File: src/rtl/fg_pkg.sv
package fg_pkg;
  localparam int CFG_W = 4;

  typedef struct packed {
    logic east_pass;   // bit 3: right-side switch closed
    logic south_pass;  // bit 2: down-side switch closed
    logic north_val;   // bit 1: constant for the top input
    logic north_force; // bit 0: replace the top input by north_val
  } fg_cfg_t;
endpackage

File: src/rtl/fg_rst_sync.sv
module fg_rst_sync #(
  parameter int STAGES = 2
) (
  input  logic clk,
  input  logic rst_n,
  output logic rst_n_sync
);
  logic [STAGES-1:0] pipe_q;
  logic [STAGES-1:0] pipe_d;

  always_comb begin
    pipe_d = {pipe_q[STAGES-2:0], 1'b1};
  end

  always_ff @(posedge clk or negedge rst_n) begin
    if (!rst_n) pipe_q <= '0;
    else        pipe_q <= pipe_d;
  end

  assign rst_n_sync = pipe_q[STAGES-1];
endmodule

File: src/rtl/fg_fuse.sv
module fg_fuse (
  input  logic a_in,
  input  logic b_in,
  output logic s_raw,
  output logic e_raw
);
  always_comb begin
    s_raw = a_in & ~b_in;
    e_raw = ~a_in & b_in;
  end
endmodule

File: src/rtl/fg_cell.sv
module fg_cell
  import fg_pkg::*;
(
  input  logic    clk,
  input  logic    rst_n,
  input  logic    load,
  input  fg_cfg_t shift_in,
  output fg_cfg_t cfg_q,
  input  logic    north_in,
  input  logic    west_in,
  output logic    south_out,
  output logic    east_out
);
  fg_cfg_t cfg_d;
  logic    cfg_en;
  logic    a_eff;
  logic    s_raw;
  logic    e_raw;

  always_comb begin
    cfg_en = load;
    cfg_d  = shift_in;
  end

  always_ff @(posedge clk or negedge rst_n) begin
    if (!rst_n)      cfg_q <= '0;
    else if (cfg_en) cfg_q <= cfg_d;
  end

  always_comb begin
    a_eff = cfg_q.north_force ? cfg_q.north_val : north_in;
  end

  fg_fuse u_fuse (
    .a_in (a_eff),
    .b_in (west_in),
    .s_raw(s_raw),
    .e_raw(e_raw)
  );

  always_comb begin
    south_out = ~load & cfg_q.south_pass & s_raw;
    east_out  = ~load & cfg_q.east_pass  & e_raw;
  end

  assert_annihilate_R2: assert property (@(posedge clk) disable iff (!rst_n)
    (a_eff && west_in) |-> (!s_raw && !e_raw));

  assert_invert_R3: assert property (@(posedge clk) disable iff (!rst_n)
    (cfg_q.north_force && cfg_q.north_val) |-> (s_raw == !west_in));

  assert_switch_R4: assert property (@(posedge clk) disable iff (!rst_n)
    (!cfg_q.south_pass |-> !south_out) and (!cfg_q.east_pass |-> !east_out));

  assert_shift_R5: assert property (@(posedge clk) disable iff (!rst_n)
    load |=> (cfg_q == $past(shift_in)));

  assert_hold_R5: assert property (@(posedge clk) disable iff (!rst_n)
    !load |=> $stable(cfg_q));
endmodule

File: src/rtl/fg_array.sv
module fg_array
  import fg_pkg::*;
#(
  parameter int ROWS = 4,
  parameter int COLS = 4
) (
  input  logic             clk,
  input  logic             rst_n,
  input  logic             cfg_load,
  input  logic [CFG_W-1:0] cfg_word,
  input  logic [ROWS-1:0]  x_in,
  input  logic [COLS-1:0]  y_in,
  output logic [COLS-1:0]  s_out,
  output logic [ROWS-1:0]  e_out
);
  localparam int NCELL = ROWS * COLS;

  logic    rst_n_int;
  fg_cfg_t cfg_all [NCELL];
  logic    n_net   [NCELL];
  logic    w_net   [NCELL];
  logic    s_net   [NCELL];
  logic    e_net   [NCELL];

  fg_rst_sync #(.STAGES(2)) u_rst (
    .clk       (clk),
    .rst_n     (rst_n),
    .rst_n_sync(rst_n_int)
  );

  for (genvar r = 0; r < ROWS; r++) begin : g_row
    for (genvar c = 0; c < COLS; c++) begin : g_col
      localparam int K = r * COLS + c;
      fg_cfg_t chain_in;

      if (r == 0) begin : g_top
        assign n_net[K] = y_in[c];
      end else begin : g_inner_n
        assign n_net[K] = s_net[K-COLS];
      end

      if (c == 0) begin : g_left
        assign w_net[K] = x_in[r];
      end else begin : g_inner_w
        assign w_net[K] = e_net[K-1];
      end

      if (K == NCELL - 1) begin : g_tail
        assign chain_in = fg_cfg_t'(cfg_word);
      end else begin : g_link
        assign chain_in = cfg_all[K+1];
      end

      fg_cell u_cell (
        .clk      (clk),
        .rst_n    (rst_n_int),
        .load     (cfg_load),
        .shift_in (chain_in),
        .cfg_q    (cfg_all[K]),
        .north_in (n_net[K]),
        .west_in  (w_net[K]),
        .south_out(s_net[K]),
        .east_out (e_net[K])
      );
    end
  end

  for (genvar c = 0; c < COLS; c++) begin : g_sedge
    assign s_out[c] = s_net[(ROWS-1)*COLS + c];
  end

  for (genvar r = 0; r < ROWS; r++) begin : g_eedge
    assign e_out[r] = e_net[r*COLS + COLS - 1];
  end

  assert_load_quiet_R6: assert property (@(posedge clk) disable iff (!rst_n_int)
    cfg_load |-> (s_out == '0 && e_out == '0));

  assert_reset_dark_R7: assert property (@(posedge clk)
    !rst_n_int |-> (s_out == '0 && e_out == '0));
endmodule

File: config.mk
export PLATFORM = sky130hd
export DESIGN_NAME = fg_array
export DESIGN_NICKNAME = d
export VERILOG_FILES = /design/src/rtl/fg_pkg.sv /design/src/rtl/fg_rst_sync.sv /design/src/rtl/fg_fuse.sv /design/src/rtl/fg_cell.sv /design/src/rtl/fg_array.sv
export SDC_FILE = /design/constraint.sdc
export NUM_CORES = 1
export LEC_CHECK = 0
export CAP_MARGIN = 20
export CELL_PAD_IN_SITES_DETAIL_PLACEMENT = 1
export CELL_PAD_IN_SITES_GLOBAL_PLACEMENT = 1
export CORE_ASPECT_RATIO = 0.6
export CORE_UTILIZATION = 45
export CTS_BUF_LIST = sky130_fd_sc_hd__clkbuf_4
export DETAILED_ROUTE_END_ITERATION = 8
export PLACE_DENSITY_LB_ADDON = 0.2
export SLEW_MARGIN = 20
export SYNTH_ARGS = -nofsm -noshare
export SYNTH_HDL_FRONTEND = slang
export SYNTH_SLANG_ARGS = --single-unit
File: constraint.sdc
create_clock -name clk -period 3.8 [get_ports clk]
set_input_delay 0.57 -clock clk [delete_from_list [all_inputs] [get_ports clk]]
set_output_delay 0.57 -clock clk [all_outputs]
set_load 0.005 [all_outputs]
======== After elaboration in Yosys (flattened, before gate mapping) ========
Cells that the tools add are included.
storage, ports and cells
  register bits after elaboration ......... 66
  input port bits ......................... 15
  output and inout bits ................... 8
  word-level logic and storage cells ...... 210
operators by class
  multiplexer cells ....................... 16
  bitwise operators ....................... 129
operators with widths
  operator           number
  1-bit bitwise AND  96
  1-bit inverter     33
  1-bit 2-to-1 mux   16

======== Depth between registers and ports, before layout ========
  depth after elaboration ................. 25
  mapped depth ............................ 9
  mapped depth without buffers ............ 7

======== By module ========
From an unflattened synthesis, not the netlist that was laid out.
unflattened totals
  cell total of the unflattened synthesis .. 215
  area total of the unflattened synthesis .. 3146.8 µm²
by module, submodules not included
  module       instances  cells each  area each (µm²)  sequential area each (µm²)
  fg_cell      16         11          176.4            100.1
  fg_fuse      16         2           15.0             0.0
  fg_rst_sync  1          3           53.8             50.0
  fg_array     1          4           30.0             0.0

======== Worst setup path after synthesis ========
No wires, ideal clock.
  kind .................................... input to output
  start ................................... in cfg_load
  end ..................................... out s_out[3]
  arrival ................................. 2.461 ns
  required time ........................... 3.230 ns
  slack ................................... 0.769 ns
  stages on the path ...................... 8
  path buffers ............................ 1
  path through ............................ or4b_1 > o2111ai_1 > nor4b_1 > o41ai_2 > nor3_1 > o41ai_2 > and4b_1 > buf_4
on the way
  longest elaborated chain between the ends .. 24
  elaborated cells between the ends (all ways) .. 105
  classes of those cells .................. mux (12); bitwise (93)
ends and longest elaborated chain
  item                             line                          RTL
  start: declaration               fg_array.sv:9                 input logic cfg_load,
  1-bit inverter (*)               fg_cell.sv:42, fg_cell.sv:43
  1-bit bitwise AND (2 in series)  fg_cell.sv:42                 south_out = ~load & cfg_q.south_pass & s_raw;
  1-bit 2-to-1 mux                 fg_cell.sv:31                 a_eff = cfg_q.north_force ? cfg_q.north_val : north_in;
  1-bit inverter                   fg_fuse.sv:9                  e_raw = ~a_in & b_in;
  1-bit bitwise AND                fg_fuse.sv:9
  1-bit bitwise AND                fg_cell.sv:43                 east_out = ~load & cfg_q.east_pass & e_raw;
  1-bit inverter                   fg_fuse.sv:8                  s_raw = a_in & ~b_in;
  1-bit bitwise AND                fg_fuse.sv:8
  [7 not listed]                   --
  1-bit bitwise AND                fg_cell.sv:42
  1-bit 2-to-1 mux                 fg_cell.sv:31
  1-bit inverter                   fg_fuse.sv:9
  1-bit bitwise AND                fg_fuse.sv:9
  1-bit bitwise AND                fg_cell.sv:43
  1-bit inverter                   fg_fuse.sv:8
  1-bit bitwise AND                fg_fuse.sv:8
  1-bit bitwise AND (*)            fg_cell.sv:42
  end: declaration                 fg_array.sv:13                output logic [COLS-1:0] s_out,
Every way passes the cells marked *; elsewhere a longest branch is shown, timed or not.

======== Final worst setup path ========
  start ................................... in y_in[0]
  end ..................................... out s_out[2]
on the way
  longest elaborated chain between the ends .. 20
  elaborated cells between the ends (all ways) .. 60
  classes of those cells .................. mux (10); bitwise (50)
ends and longest elaborated chain
  item                                                          line                                       RTL
  start: declaration                                            fg_array.sv:12                             input logic [COLS-1:0] y_in,
  1-bit 2-to-1 mux (*)                                          fg_cell.sv:31
  1-bit bitwise AND / 1-bit inverter (equally long branches)    fg_fuse.sv:8, fg_fuse.sv:9
  1-bit bitwise AND (on tied branches)                          fg_cell.sv:42, fg_fuse.sv:9
  1-bit 2-to-1 mux / 1-bit bitwise AND (equally long branches)  fg_cell.sv:31, fg_cell.sv:43
  1-bit bitwise AND (tied with other cells)                     fg_fuse.sv:8
  1-bit bitwise AND (on tied branches)                          fg_cell.sv:42, fg_fuse.sv:8, fg_fuse.sv:9
  1-bit 2-to-1 mux (tied with other cells)                      fg_cell.sv:31
  1-bit inverter (tied with other cells)                        fg_fuse.sv:9
  [4 not listed]                                                --
  1-bit bitwise AND (on tied branches)                          fg_cell.sv:42, fg_fuse.sv:8, fg_fuse.sv:9
  1-bit 2-to-1 mux (tied with other cells)                      fg_cell.sv:31
  1-bit inverter (tied with other cells)                        fg_fuse.sv:9
  1-bit bitwise AND (on tied branches)                          fg_fuse.sv:9, fg_fuse.sv:8
  1-bit bitwise AND (on tied branches)                          fg_cell.sv:43, fg_cell.sv:42
  1-bit inverter / 1-bit 2-to-1 mux (equally long branches)     fg_fuse.sv:8, fg_cell.sv:31
  1-bit bitwise AND (*)                                         fg_fuse.sv:8
  1-bit bitwise AND (*)                                         fg_cell.sv:42
Marked as above.

==> results.md <==
* Status: finished with violations
* Failing checks: negative setup slack
* Switching Fraction at 32.3%
* Max Freq at 261 MHz
* Setup CP Type: in -> out
* Vias per cell at 5.41
* Worst Path Arrival at 3.26 ns
* Vias in the first global route at 2022
* Dpl hpwl at 4580 um
* Endpoints failing setup at 1
* Total wire length at 6790 um
* Clk sinks at 66
* Power per cell area at 566 mW/mm^2
* Share of power burned in registers at 54.1%
* P&R area growth vs syn at 20.4%
* Initial DRC count at 48
* Max VDD drop at 0.270 mV
* Pint at 1.38 mW
* CP required at 3.23 ns
* First-pass GRT wire length at 10800 um
* Hold WC Path Type: in -> async
* Top delay family on crit path: buffers and inverters
* Final worst slack at -0.0311 ns
* Synthesized net count at 251
* Worst slew pin tran at 0.932 ns
* GRT Max-Usage Layer: met1
* Footprint of the multi-input gates at 0.00132 sq mm
* Final Max Slew Viols at 0
* Comb pwr share at 23.3%
* Crit-path cells: clkdlybuf4s50_1 > mux2i_1 > buf_4 > a2111oi_4 > nor4b_2 > o41ai_2 > buf_4 > buf_4 > nand3_2 > a211oi_2 > clkdlybuf4s50_1
* M1 GR Usage at 31.1%
* Congestion Overflow GR at 0
* CTS tree: yes
* Fill cells at 637
* Gpl congestion at 0.756
* Post-Syn Area at 0.00298 sq mm
* Worst-path maximum fanout at 4
* Synthesized netlist cell count at 236
* Slowest stage cell, crit path: clkdlybuf4s50_1
* Fin crit share at 101%
* Synth warn at 0
* FP Rows at 22
* GRT Total Usage at 21.9%
* Post-Layout Cell Count at 359
* Final ANT Viol Nets at 0
* Crit path launch type: input pin
* Unrepaired setup endpoints after global routing: true
* Slowest stage delay, CP at 0.53 ns
* Worst-case clock buffer depth at 2
* GR Util met2 at 30.3%
* CTS clock-pin slew for the worst setup and hold paths at 0.11 ns
* TritonCTS buffer count at 9
* Die Span X at 107 um
* Number of placed instances, taps included at 339
* Worst Setup End Kind: output pin
* H-tree depth at 3
* Antenna violations before repair at 0
* Largest net degree at the start of global routing at 44
* Sw Pwr at 655 uW
* Commonest non-fill, non-tap cell in the layout: dfrtp_1
* Routed length per instance at 18.9 um
* Drt drc at 0
* Initial Utilization at 47.7%
* Vias after detailed routing at 1941
* Crit path buffers/inverters at 5
* Seq cells post-synth at 66
* Grt met3 use at 8.35%
* First drt pass iteration count at 4
* Post-layout min period at 3.83 ns
* Clock power frac at 22.6%
* Die Span Y at 65.0 um
* Main synth FF type: dfrtp_1
* Number of synthesized flops with an enable pin at 0
* CTS Hold Bufs at 0
* LEAKAGE at 1.63 nW
* Root Buffer Master: clkbuf_4
* Fin Clk Skew at 0.00762 ns
* # port buffers at 22
* Synth cell types at 40
* # IOs at 23
* Asr flop ratio synth at 100%
* Nets at 285
* Antenna Cells at 0
* Finished Core Util at 57.4%
* Syn Area/Cell at 12.6 sq um
* Register area at 0.00165 sq mm
* DIE AREA at 0.00696 sq mm
* Share of cells above drive strength 1 at 38.9%
* Max cap viols at 0
* Sequential area share after synthesis at 55.5%
* Worst skew pair latency at 0.43 ns
* Core box area at 0.00625 sq mm
* Most frequent cells in the layout: 65 x dfrtp_1, 46 x mux2_2, 38 x nand2_1
* Most used cell, CP: buf_4
* Slew headroom at 37.9%
* Hold Vio Cnt, Final at 0
[per-layer routing]
layer	wire, um	vias up
met5	0	-
met4	89	0
met3	303	9
met2	2980	36
met1	3420	999
li1	-	897
[state kept, by name, indices dropped and copies added (netlist names)]
| name | flops |
|---|---|
| g_row.g_col.u_cell.cfg_q | 64 |
| u_rst.pipe_q | 2 |
[kinds of logic (layout without fill, tap and decap cells)]
family / count (synthesis) / after routing / share of synthesized area (%)
AO/OA/AOI/OAI: 20 / 20 / 6.34
buffers and inverters: 18 / 57 / 4.50
flip-flops: 66 / 66 / 55.5
multiplexers: 50 / 50 / 18.7
other: 1 / 1 / 0.126
AND/OR/NAND/NOR: 81 / 81 / 14.8
[Yosys cell counts (3+ instances only)]
library cell,count,area share (%)
a2111oi_2,3,1.5
buf_4,8,2.0
nor2_1,4,0.50
dfrtp_1,66,55
clkbuf_1,8,1.0
nand4_1,3,0.63
nor4b_1,3,0.88
mux2i_1,4,1.3
a21o_1,3,0.76
nand2_1,38,4.8
mux2_2,46,17
nand2b_1,13,2.7
nor3_1,3,0.50
[final timing paths]
| check | startpoint | to | slack, ns | depth (start not counted) |
|---|---|---|---|---|
| max reg2reg | u_rst.pipe_q[1] | g_row[3].g_col[0].u_cell.cfg_q[1] | 2.51 | 1 |
| min in group clk | u_rst.pipe_q[0] | u_rst.pipe_q[1] | 0.36 | 0 |
| max | y_in[0] | s_out[2] | -0.03 | 11 |
| max in group asynchronous | u_rst.pipe_q[1] | g_row[3].g_col[0].u_cell.cfg_q[1] | 2.51 | 1 |
| min reg2reg | u_rst.pipe_q[0] | u_rst.pipe_q[1] | 0.36 | 0 |
| min | rst_n | u_rst.pipe_q[0] | 0.28 | 1 |
[power groups by stage]
stage	Combinational, mW	Clock [mW]	Sequential [mW]
floorplan	0.298	0	1.03
global placement	0.397	0	1.09
detailed placement	0.413	0	1.10
CTS	0.444	0.470	1.10
global route	0.512	0.501	1.13
finish	0.473	0.459	1.10
[cell type report]
cell class	instances	area share (%)
flip-flops and latches	66	46.1
multi-input cells	152	36.9
clock buffers	10	2.09
clock inverters	6	1.61
repair buffers	41	10.4
well taps	84	2.93
[per-stage QoR]
stage / setup TNS [ns] / hold WS (ns) / power, mW / cell area (sq um) / worst slack, ns
final: -0.0311 / 0.282 / 2.03 / 3580 / -0.0311
after global routing: -0.152 / 0.258 / 2.15 / 3580 / -0.152
after CTS: -0.199 / 0.264 / 2.01 / 3500 / -0.127
after detailed placement: -0.775 / 0.339 / 1.52 / 3290 / -0.280
after global placement: -0.610 / 0.335 / 1.49 / 3290 / -0.235
after floorplan: 0 / 0.274 / 1.33 / 2980 / 0.769
[repair_timing]
action / CTS / global route
pin swaps: 6 / 10
buffers inserted: 1 / 3
setup endpoints to repair: 4 / 5
resized for setup: 12 / 11
Note: power is estimated with default switching activity, not from simulation.
